$ cat src/rtl/sprot_pkg.sv
`timescale 1ns/1ps
package sprot_pkg;
  typedef enum logic [3:0] {
    ST_IDLE, ST_U1, ST_U2,
    ST_NV_TOP, ST_NV_A0, ST_NV_80, ST_NV_90,
    ST_FZ_TOP, ST_FZ_A0, ST_FZ_90,
    ST_VL_TOP, ST_VL_A0, ST_VL_90
  } seq_state_e;

  typedef enum logic [1:0] {MODE_NORM, MODE_NV, MODE_FZ, MODE_VL} prot_mode_e;

  typedef struct packed {
    logic nv_set;
    logic nv_erase;
    logic vl_set;
    logic vl_clr;
    logic lock_set;
  } prot_cmd_t;

  localparam logic [11:0] UNLOCK_A = 12'hAAA;
  localparam logic [11:0] UNLOCK_B = 12'h555;
endpackage

$ cat src/rtl/sprot_decoder.sv
`timescale 1ns/1ps
module sprot_decoder
  import sprot_pkg::*;
#(
  parameter int ADDR_W = 20
) (
  input  logic              clk_i,
  input  logic              rst_ni,
  input  logic              wr_i,
  input  logic [ADDR_W-1:0] addr_i,
  input  logic [7:0]        wdata_i,
  output prot_cmd_t         cmd_o,
  output prot_mode_e        mode_o
);
  seq_state_e state_q, state_d;
  logic is_a, is_b, is_zero;

  assign is_a    = addr_i[11:0] == UNLOCK_A;
  assign is_b    = addr_i[11:0] == UNLOCK_B;
  assign is_zero = addr_i == '0;

  always_comb begin
    state_d = state_q;
    cmd_o   = '0;
    if (wr_i) begin
      unique case (state_q)
        ST_IDLE: state_d = (is_a && wdata_i == 8'hAA) ? ST_U1 : ST_IDLE;
        ST_U1:   state_d = (is_b && wdata_i == 8'h55) ? ST_U2 : ST_IDLE;
        ST_U2: begin
          state_d = ST_IDLE;
          if (is_a) begin
            case (wdata_i)
              8'hC0:   state_d = ST_NV_TOP;
              8'h50:   state_d = ST_FZ_TOP;
              8'hE0:   state_d = ST_VL_TOP;
              default: state_d = ST_IDLE;
            endcase
          end
        end
        ST_NV_TOP: begin
          case (wdata_i)
            8'hA0:   state_d = ST_NV_A0;
            8'h80:   state_d = ST_NV_80;
            8'h90:   state_d = ST_NV_90;
            default: state_d = ST_NV_TOP;
          endcase
        end
        ST_NV_A0: begin
          cmd_o.nv_set = wdata_i == 8'h00;
          state_d      = ST_NV_TOP;
        end
        ST_NV_80: begin
          cmd_o.nv_erase = (wdata_i == 8'h30) && is_zero;
          state_d        = ST_NV_TOP;
        end
        ST_NV_90: state_d = (wdata_i == 8'h00) ? ST_IDLE : ST_NV_TOP;
        ST_FZ_TOP: begin
          case (wdata_i)
            8'hA0:   state_d = ST_FZ_A0;
            8'h90:   state_d = ST_FZ_90;
            default: state_d = ST_FZ_TOP;
          endcase
        end
        ST_FZ_A0: begin
          cmd_o.lock_set = wdata_i == 8'h00;
          state_d        = ST_FZ_TOP;
        end
        ST_FZ_90: state_d = (wdata_i == 8'h00) ? ST_IDLE : ST_FZ_TOP;
        ST_VL_TOP: begin
          case (wdata_i)
            8'hA0:   state_d = ST_VL_A0;
            8'h90:   state_d = ST_VL_90;
            default: state_d = ST_VL_TOP;
          endcase
        end
        ST_VL_A0: begin
          cmd_o.vl_set = wdata_i == 8'h00;
          cmd_o.vl_clr = wdata_i == 8'h01;
          state_d      = ST_VL_TOP;
        end
        ST_VL_90: state_d = (wdata_i == 8'h00) ? ST_IDLE : ST_VL_TOP;
        default:  state_d = ST_IDLE;
      endcase
    end
  end

  always_ff @(posedge clk_i or negedge rst_ni) begin
    if (!rst_ni) state_q <= ST_IDLE;
    else         state_q <= state_d;
  end

  always_comb begin
    unique case (state_q)
      ST_NV_TOP, ST_NV_A0, ST_NV_80, ST_NV_90: mode_o = MODE_NV;
      ST_FZ_TOP, ST_FZ_A0, ST_FZ_90:           mode_o = MODE_FZ;
      ST_VL_TOP, ST_VL_A0, ST_VL_90:           mode_o = MODE_VL;
      default:                                 mode_o = MODE_NORM;
    endcase
  end

  assert_entry_nv_R1: assert property (@(posedge clk_i) disable iff (!rst_ni)
    (state_q == ST_U2 && wr_i && is_a && wdata_i == 8'hC0) |=> mode_o == MODE_NV);

  assert_exit_R2: assert property (@(posedge clk_i) disable iff (!rst_ni)
    (mode_o != MODE_NORM && $past(wr_i) && $past(wdata_i) == 8'h90 && wr_i && wdata_i == 8'h00
     && state_q inside {ST_NV_90, ST_FZ_90, ST_VL_90}) |=> mode_o == MODE_NORM);

  assert_set_sticky_R10: assert property (@(posedge clk_i) disable iff (!rst_ni)
    (mode_o != MODE_NORM && !(state_q inside {ST_NV_90, ST_FZ_90, ST_VL_90}))
      |=> mode_o == $past(mode_o));
endmodule

$ cat src/rtl/sprot_bits.sv
`timescale 1ns/1ps
module sprot_bits
  import sprot_pkg::*;
#(
  parameter int NSECT  = 16,
  parameter int SECT_W = 4
) (
  input  logic              clk_i,
  input  logic              rst_ni,
  input  prot_cmd_t         cmd_i,
  input  logic [SECT_W-1:0] sect_i,
  output logic [NSECT-1:0]  nv_o,
  output logic [NSECT-1:0]  vl_o,
  output logic              lock_o
);
  logic [NSECT-1:0] nv_q, vl_q;
  logic             lock_q;

  for (genvar s = 0; s < NSECT; s++) begin : g_sect
    logic hit;
    assign hit = sect_i == SECT_W'(s);

    always_ff @(posedge clk_i or negedge rst_ni) begin
      if (!rst_ni) begin
        nv_q[s] <= 1'b0;
      end else if (!lock_q) begin
        if (cmd_i.nv_erase)          nv_q[s] <= 1'b0;
        else if (cmd_i.nv_set && hit) nv_q[s] <= 1'b1;
      end
    end

    always_ff @(posedge clk_i or negedge rst_ni) begin
      if (!rst_ni)                 vl_q[s] <= 1'b0;
      else if (cmd_i.vl_set && hit) vl_q[s] <= 1'b1;
      else if (cmd_i.vl_clr && hit) vl_q[s] <= 1'b0;
    end
  end

  always_ff @(posedge clk_i or negedge rst_ni) begin
    if (!rst_ni)             lock_q <= 1'b0;
    else if (cmd_i.lock_set) lock_q <= 1'b1;
  end

  assign nv_o   = nv_q;
  assign vl_o   = vl_q;
  assign lock_o = lock_q;

  assert_cmd_onehot_R10: assert property (@(posedge clk_i) disable iff (!rst_ni)
    $onehot0(cmd_i));

  assert_lock_sticky_R6: assert property (@(posedge clk_i) disable iff (!rst_ni)
    lock_q |=> lock_q);

  assert_nv_frozen_R7: assert property (@(posedge clk_i) disable iff (!rst_ni)
    lock_q |=> $stable(nv_q));

  assert_vl_set_R5: assert property (@(posedge clk_i) disable iff (!rst_ni)
    cmd_i.vl_set |=> vl_q[$past(sect_i)]);
endmodule

$ cat src/rtl/sprot_seq.sv
`timescale 1ns/1ps
module sprot_seq
  import sprot_pkg::*;
#(
  parameter int ADDR_W   = 20,
  parameter int SECT_LSB = 16
) (
  input  logic              clk_i,
  input  logic              rst_ni,
  input  logic              wr_i,
  input  logic              rd_i,
  input  logic [ADDR_W-1:0] addr_i,
  input  logic [7:0]        wdata_i,
  output logic              rvalid_o,
  output logic [7:0]        rdata_o
);
  localparam int SECT_W = ADDR_W - SECT_LSB;
  localparam int NSECT  = 1 << SECT_W;

  prot_cmd_t         cmd;
  prot_mode_e        mode;
  logic [SECT_W-1:0] sect;
  logic [NSECT-1:0]  nv, vl;
  logic              lock, sel_bit, rvalid_q, rbit_q;

  assign sect = addr_i[ADDR_W-1:SECT_LSB];

  sprot_decoder #(.ADDR_W(ADDR_W)) u_dec (
    .clk_i(clk_i), .rst_ni(rst_ni), .wr_i(wr_i), .addr_i(addr_i),
    .wdata_i(wdata_i), .cmd_o(cmd), .mode_o(mode)
  );

  sprot_bits #(.NSECT(NSECT), .SECT_W(SECT_W)) u_bits (
    .clk_i(clk_i), .rst_ni(rst_ni), .cmd_i(cmd), .sect_i(sect),
    .nv_o(nv), .vl_o(vl), .lock_o(lock)
  );

  always_comb begin
    unique case (mode)
      MODE_NV: sel_bit = nv[sect];
      MODE_VL: sel_bit = vl[sect];
      MODE_FZ: sel_bit = lock;
      default: sel_bit = 1'b0;
    endcase
  end

  always_ff @(posedge clk_i or negedge rst_ni) begin
    if (!rst_ni) begin
      rvalid_q <= 1'b0;
      rbit_q   <= 1'b0;
    end else begin
      rvalid_q <= rd_i;
      rbit_q   <= rd_i & sel_bit;
    end
  end

  assign rvalid_o = rvalid_q;
  assign rdata_o  = {7'b0, rbit_q};

  assert_rd_latency_R8: assert property (@(posedge clk_i) disable iff (!rst_ni)
    rd_i |=> rvalid_o);

  assert_norm_read_R2: assert property (@(posedge clk_i) disable iff (!rst_ni)
    (rd_i && mode == MODE_NORM) |=> rdata_o == 8'h00);

  assert_fz_read_R8: assert property (@(posedge clk_i) disable iff (!rst_ni)
    (rd_i && mode == MODE_FZ && lock) |=> rdata_o == 8'h01);
endmodule

$ cat config.mk
export PLATFORM = sky130hd
export DESIGN_NAME = sprot_seq
export DESIGN_NICKNAME = d
export VERILOG_FILES = /design/src/rtl/sprot_pkg.sv /design/src/rtl/sprot_decoder.sv /design/src/rtl/sprot_bits.sv /design/src/rtl/sprot_seq.sv
export SDC_FILE = /design/constraint.sdc
export NUM_CORES = 1
export LEC_CHECK = 0
export ABC_AREA = 1
export BUFFER_PORTS_ARGS = -buffer_cell sky130_fd_sc_hd__buf_2
export CORE_UTILIZATION = 45
export DETAILED_ROUTE_END_ITERATION = 16
export PLACE_DENSITY = 0.65
export SKIP_LAST_GASP = 1
export SYNTH_ARGS = -nofsm -noshare
export SYNTH_HDL_FRONTEND = slang
export SYNTH_SLANG_ARGS = --single-unit
$ cat constraint.sdc
create_clock -name clk_i -period 4.3 [get_ports clk_i]
set_input_delay 0.86 -clock clk_i [delete_from_list [all_inputs] [get_ports clk_i]]
set_output_delay 0.86 -clock clk_i [all_outputs]
set_load 0.01 [all_outputs]
Word-level counts from Yosys, hierarchy flattened --
Memories as Yosys holds them, arrays and structs flattened. Cells that the tools add are included.
Storage, ports and cells: register bits after elaboration 39, bits in read-only memories 32, input bits 32, output and inout bits 9, logic and storage cells 271, memories 1
Cells by class: $lt $le $gt $ge 1, equal/unequal tests 42, muxes and demuxes 85, bitwise gates (word level) 2, reduce and logical (&&, ||, !) cells 104
Memory list:
- (name not given) | words 16, width 2, rd ports 1, clocked after memory_dff 0, wr ports 0, line sprot_decoder.sv:93 | unique case (state_q)
Operator list (number):
- $mux 1 | 70
- $reduce_bool 2->1 | 32
- $eq 4x4->1 const B | 13
- $logic_and 1x1->1 | 51
- $eq 8x8->1 const B | 6
- $pmux 4 s12 | 1
- $eq 4x3->1 const B | 8
- $reduce_and 2->1 | 16
- $logic_not 20->1 | 1
- $eq 4x2->1 const B | 4
- $eq 8x7->1 const B | 2
- $eq 12x11->1 const B | 1
- $eq 12x12->1 const B | 1
- $pmux 4 s3 | 1
- $pmux 3 s3 | 1
- $bmux 1 s4 | 2
- $eq 4x1->1 const B | 2
- $eq 8x1->1 const B | 1
- $eq 8x6->1 const B | 1
- $logic_not 4->1 | 2
- $logic_not 8->1 | 1
- $mux 4 | 2
- $pmux 4 s2 | 1
- $mux 2 | 3
- 10 further kinds | 11

Depth between registers and ports, before layout --
depth after elaboration 7, gate-level depth with buffers 12, depth with buffers taken out 12

Cells and area by module --
A second synthesis with hierarchy kept.
Second synthesis, totals: cell total of the unflattened synthesis 438, area, all modules 2872.8 µm²
Modules (own cells, without submodules):
- sprot_bits | times used 1, cells an instance 181, area each 1510.2 µm², seq. area each 825.8 µm²
- sprot_decoder | times used 1, cells an instance 168, area each 842.1 µm², seq. area each 100.1 µm²
- sprot_seq | times used 1, cells an instance 89, area each 520.5 µm², seq. area each 50.0 µm²

Worst setup path before layout --
No wires, ideal clock.
kind input port to flip-flop, start in addr_i[5], end reg u_bits.nv_q[0], in the netlist u_bits.nv_o[0], library setup time 127 ps, arrival time 1762 ps, required time 4173 ps, setup slack 2411 ps, cell stages on the path 6, path buffers 0, path through nor3_1 -> nand2_1 -> nor4_1 -> nand3_1 -> nor2_2 -> nor2_1
On the way: longest elaborated chain between the ends 6, elaborated cells on any way between the ends 7, those cells by class mux: 3; reduce/logical: 4
Ends and longest elaborated chain:
- start, declared | line sprot_seq.sv:12 | input logic [ADDR_W-1:0] addr_i,
- $logic_not 20->1 (*) | line sprot_decoder.sv:20 | assign is_zero = addr_i == '0;
- $logic_and 1x1->1 (*) | line sprot_decoder.sv:53 | cmd_o.nv_erase = (wdata_i == 8'h30) && is_zero;
- $mux 1 (*) | line sprot_decoder.sv:26 | unique case (state_q)
- $mux 5 (*) | line sprot_decoder.sv:25 | if (wr_i) begin
- $reduce_bool 2->1 (no line)
- $reduce_and 2->1 (no line)
- end signal, assigned by index | line sprot_bits.sv:25 | nv_q[s] <= 1'b0;
- end signal, assigned by index | line sprot_bits.sv:27 | if (cmd_i.nv_erase) nv_q[s] <= 1'b0;
- end signal, assigned by index | line sprot_bits.sv:28 | else if (cmd_i.nv_set && hit) nv_q[s] <= 1'b1;
- end, declared | line sprot_bits.sv:16 | logic [NSECT-1:0] nv_q, vl_q;
Mark *: on every way between the ends. The rest lies on a longest branch, timed or not. A chain may end at the register's enable or synchronous reset.

Worst setup path in the final report --
start in addr_i[16], end reg u_bits.nv_q[6], in the netlist u_bits.nv_o[6]
On the way: longest elaborated chain between the ends 6, elaborated cells on any way between the ends 9, those cells by class eq/ne: 1; mux: 3; reduce/logical: 5
Ends and longest elaborated chain (line):
- $logic_not 20->1 | sprot_decoder.sv:20
- $logic_and 1x1->1 | sprot_decoder.sv:53
- $mux 1 | sprot_decoder.sv:26
- $mux 5 | sprot_decoder.sv:25
- $reduce_bool 2->1 (no line)
- $reduce_and 2->1 (no line)
Several ways; a longest one is shown, not always the timed one.

==> impl_metrics.py <==
metrics = {
    "job": {
        "max_cap_violations": 0,
    },
    "routing": {
        "dr_total_vias": 2717,
        "dr.pass1.iters": 6,
        "drt-initial-drc-count": 215,
        "avgRoutedWirePerCell_um": 11.5,
        "drc_errors": 0,
        "wirelength_mm": 6.37,
        "vias_per_cell": 4.90,
        "route.antenna.remaining_nets": 0,
    },
    "timing": {
        "largest_clock_skew_in_the_final_design_ns": 0.0104,
        "fmax_mhz": 514,
        "maxSlewHeadroom_pct": 43.0,
        "finalWorstPathRequiredPeriod_ns": 1.94,
        "finalSetupTns_ns": 0,
        "setup_viol": 0,
        "final_min_period_over_clock_period_pct": 45.2,
        "grt_setup_unrepaired": "false",
        "setup_slack_ns": 2.36,
        "fin_hold_ws_ns": 0.514,
        "transition_time_at_the_pin_with_the_least_slew_margin_ns": 0.855,
        "final_max_slew_viol_count": 0,
        "hold_viol_final": 0,
    },
    "layout": {
        "layout.cells.most_common_list": "sky130_fd_sc_hd__nand2_1, sky130_fd_sc_hd__nor2_1, sky130_fd_sc_hd__inv_1",
        "final_common_cell": "sky130_fd_sc_hd__nand2_1",
        "final_design_area_no_fill_sq_mm": 0.00309,
        "flow.area_growth_from_synthesis_pct": 10.9,
        "count_of_antenna_diodes_in_the_layout": 0,
        "fin_util_pct": 51.9,
        "fraction_of_layout_cells_with_a_size_suffix_above_1_pct": 13.4,
        "num-nets-final": 510,
        "final.fill_count": 630,
        "multi_input_area_sq_mm": 0.00147,
        "regArea_sq_um": 976,
    },
    "pwr": {
        "internal_power_uw": 565,
        "comb_power_share_pct": 10.4,
        "p_sw_share_pct": 26.2,
        "p_switching_uw": 200,
        "pwr-share-clk_pct": 41.7,
        "power.sequential.fraction_pct": 48.0,
        "power.density_cell_area_mw_per_mm2": 248,
        "leakage_nw": 1.73,
        "ir_drop_mv": 0.129,
    },
    "clock_network": {
        "path_clk_slew_ns": 0.08,
        "post_cts.resized_instances": 0,
        "tritoncts": "done",
        "cts.hold.buffers_added": 0,
        "clock_sink_count": 39,
        "cts.repair_timing.setup_buffer_count": 0,
        "worstSkewPairLatency_ns": 0.30,
        "cts-buffers-inserted": 5,
        "cts_htree_levels": 2,
        "ctsRootBufferMaster": "sky130_fd_sc_hd__clkbuf_8",
        "cts-root-to-sink-buffers": 2,
    },
    "floorplan": {
        "fp.dieH_um": 80.7,
        "num_rows": 28,
        "num_ports": 41,
        "die_area_sq_mm": 0.00651,
        "initial_core_util_pct": 46.8,
        "die_width_um": 80.7,
        "core_sq_mm": 0.00596,
    },
    "synth": {
        "synth.distinct_cells": 28,
        "synth.yosys.warnings": 0,
        "ys_seq_elements": 39,
        "synth.avg_cell_area_sq_um": 6.26,
        "syn-instance-count": 445,
        "ys_seq_area_share_pct": 35.0,
        "cell_area_after_synthesis_sq_mm": 0.00279,
    },
    "worst_setup_path": {
        "worst_setup_path_end_kind": "flip-flop",
        "worst-path-max-fanout": 15,
        "startpoint_type": "input pin",
        "crit_arrival_ns": 2.14,
        "cp_data_required_time_ns": 4.49,
        "critPathKind": "in2reg",
    },
    "placement": {
        "port-buffer-count": 33,
        "post-place-ws_ns": 2.06,
        "place_area_sq_mm": 0.00298,
        "post-dp-hpwl_mm": 4.92,
        "place_congestion": 0.876,
    },
    "global_routing": {
        "grt_overflow_total": 0,
        "gr-usage-all-layers_pct": 22.6,
        "largest_net_degree_at_the_start_of_global_routing": 40,
        "grt_antenna_before_repair": 0,
        "grt_pass1_vias": 2493,
        "grt_pass1_wl_mm": 11.4,
    },
    "worst_hold_path": {
        "worstHoldPathType": "reg2reg",
    },
    "status": {
        "run_status": "finished, final reports clean",
    },
}
[cells in the mapped netlist, drive strengths merged]
library cell	n	area share, %
nand2	139	19
nor2	85	13
inv	72	9.7
o21ai	55	9.9
dfrtp	39	35
nand3	16	2.9
buf	12	3.2
a21oi	6	1.1
nor3	6	1.8
nand4	5	1.9
o21bai	4	1.3
o211ai	2	0.54
clkbuf	1	0.18
conb	1	0.13
nand3b	1	0.27
nor4	1	0.22
[area by class of cell]
type | count | area share (%)
inverters | 72 | 8.74
flip-flops and latches | 39 | 31.6
well taps | 75 | 3.04
clock inverters | 3 | 1.50
multi-input cells | 327 | 47.6
repair buffers | 33 | 5.34
clock buffers | 5 | 2.23
[metrics by stage]
step	total power [mW]	std cells
6_report	0.765	554
5_1_grt	0.798	554
4_1_cts	0.771	554
3_5_place_dp	0.453	546
3_3_place_gp	0.453	546
2_1_floorplan	0.420	451
[power by group through the flow]
| stage | sequential, mW | clock, mW | combinational, mW |
|---|---|---|---|
| after detailed placement | 0.374 | 0 | 0.0789 |
| after CTS | 0.367 | 0.324 | 0.0793 |
| after global routing | 0.367 | 0.340 | 0.0915 |
| final | 0.367 | 0.319 | 0.0793 |
| after floorplan | 0.375 | 0 | 0.0457 |
| after global placement | 0.374 | 0 | 0.0785 |
[worst max-delay path, cell delays in order]
cell	delay [ns]
sky130_fd_sc_hd__buf_2	0.19
sky130_fd_sc_hd__nor2_2	0.23
sky130_fd_sc_hd__nand2_1	0.15
sky130_fd_sc_hd__nor3_2	0.22
sky130_fd_sc_hd__nand4_2	0.25
sky130_fd_sc_hd__o21ai_0	0.17
sky130_fd_sc_hd__inv_1	0.05
[metal layers]
layer	share of wire, %	track usage, %	vias to the layer above
li1	-	-	1421
met1	51	32.9	1206
met2	42	34.2	80
met3	5.8	4.09	10
met4	1.3	6.07	0
met5	0	0	-
[logic make-up (layout without fill, tap and decap cells)]
logic type / Yosys count / after routing / synth area share, %
DFF: 39 / 39 / 35.0
and+or+nand+nor: 253 / 253 / 39.0
buffers and inverters: 85 / 113 / 13.1
other: 1 / 7 / 0.135
AOI/OAI and AO/OA: 67 / 67 / 12.8
[final timing paths]
check | startpoint | end | slack [ns] | depth (start not counted)
worst max register to register | u_dec.state_q[1] | u_bits.nv_o[0] | 2.69 | 7
worst min register to register | u_bits.nv_o[10] | u_bits.nv_o[10] | 0.51 | 2
min in group asynchronous | rst_ni | u_bits.vl_o[4] | 0.66 | 1
worst min-delay path | u_bits.nv_o[10] | u_bits.nv_o[10] | 0.51 | 2
max in group asynchronous | rst_ni | u_bits.nv_o[0] | 3.09 | 1
worst max-delay path | addr_i[16] | u_bits.nv_o[6] | 2.36 | 7
[flip-flops by register name (all words and copies together) (netlist names)]
| name | cells |
|---|---|
| u_bits.nv_o | 16 |
| u_bits.vl_o | 16 |
| u_dec.state_q | 4 |
| rbit_q | 1 |
| rvalid_o | 1 |
| u_bits.lock_o | 1 |
Power figures use the tool's default switching activity.
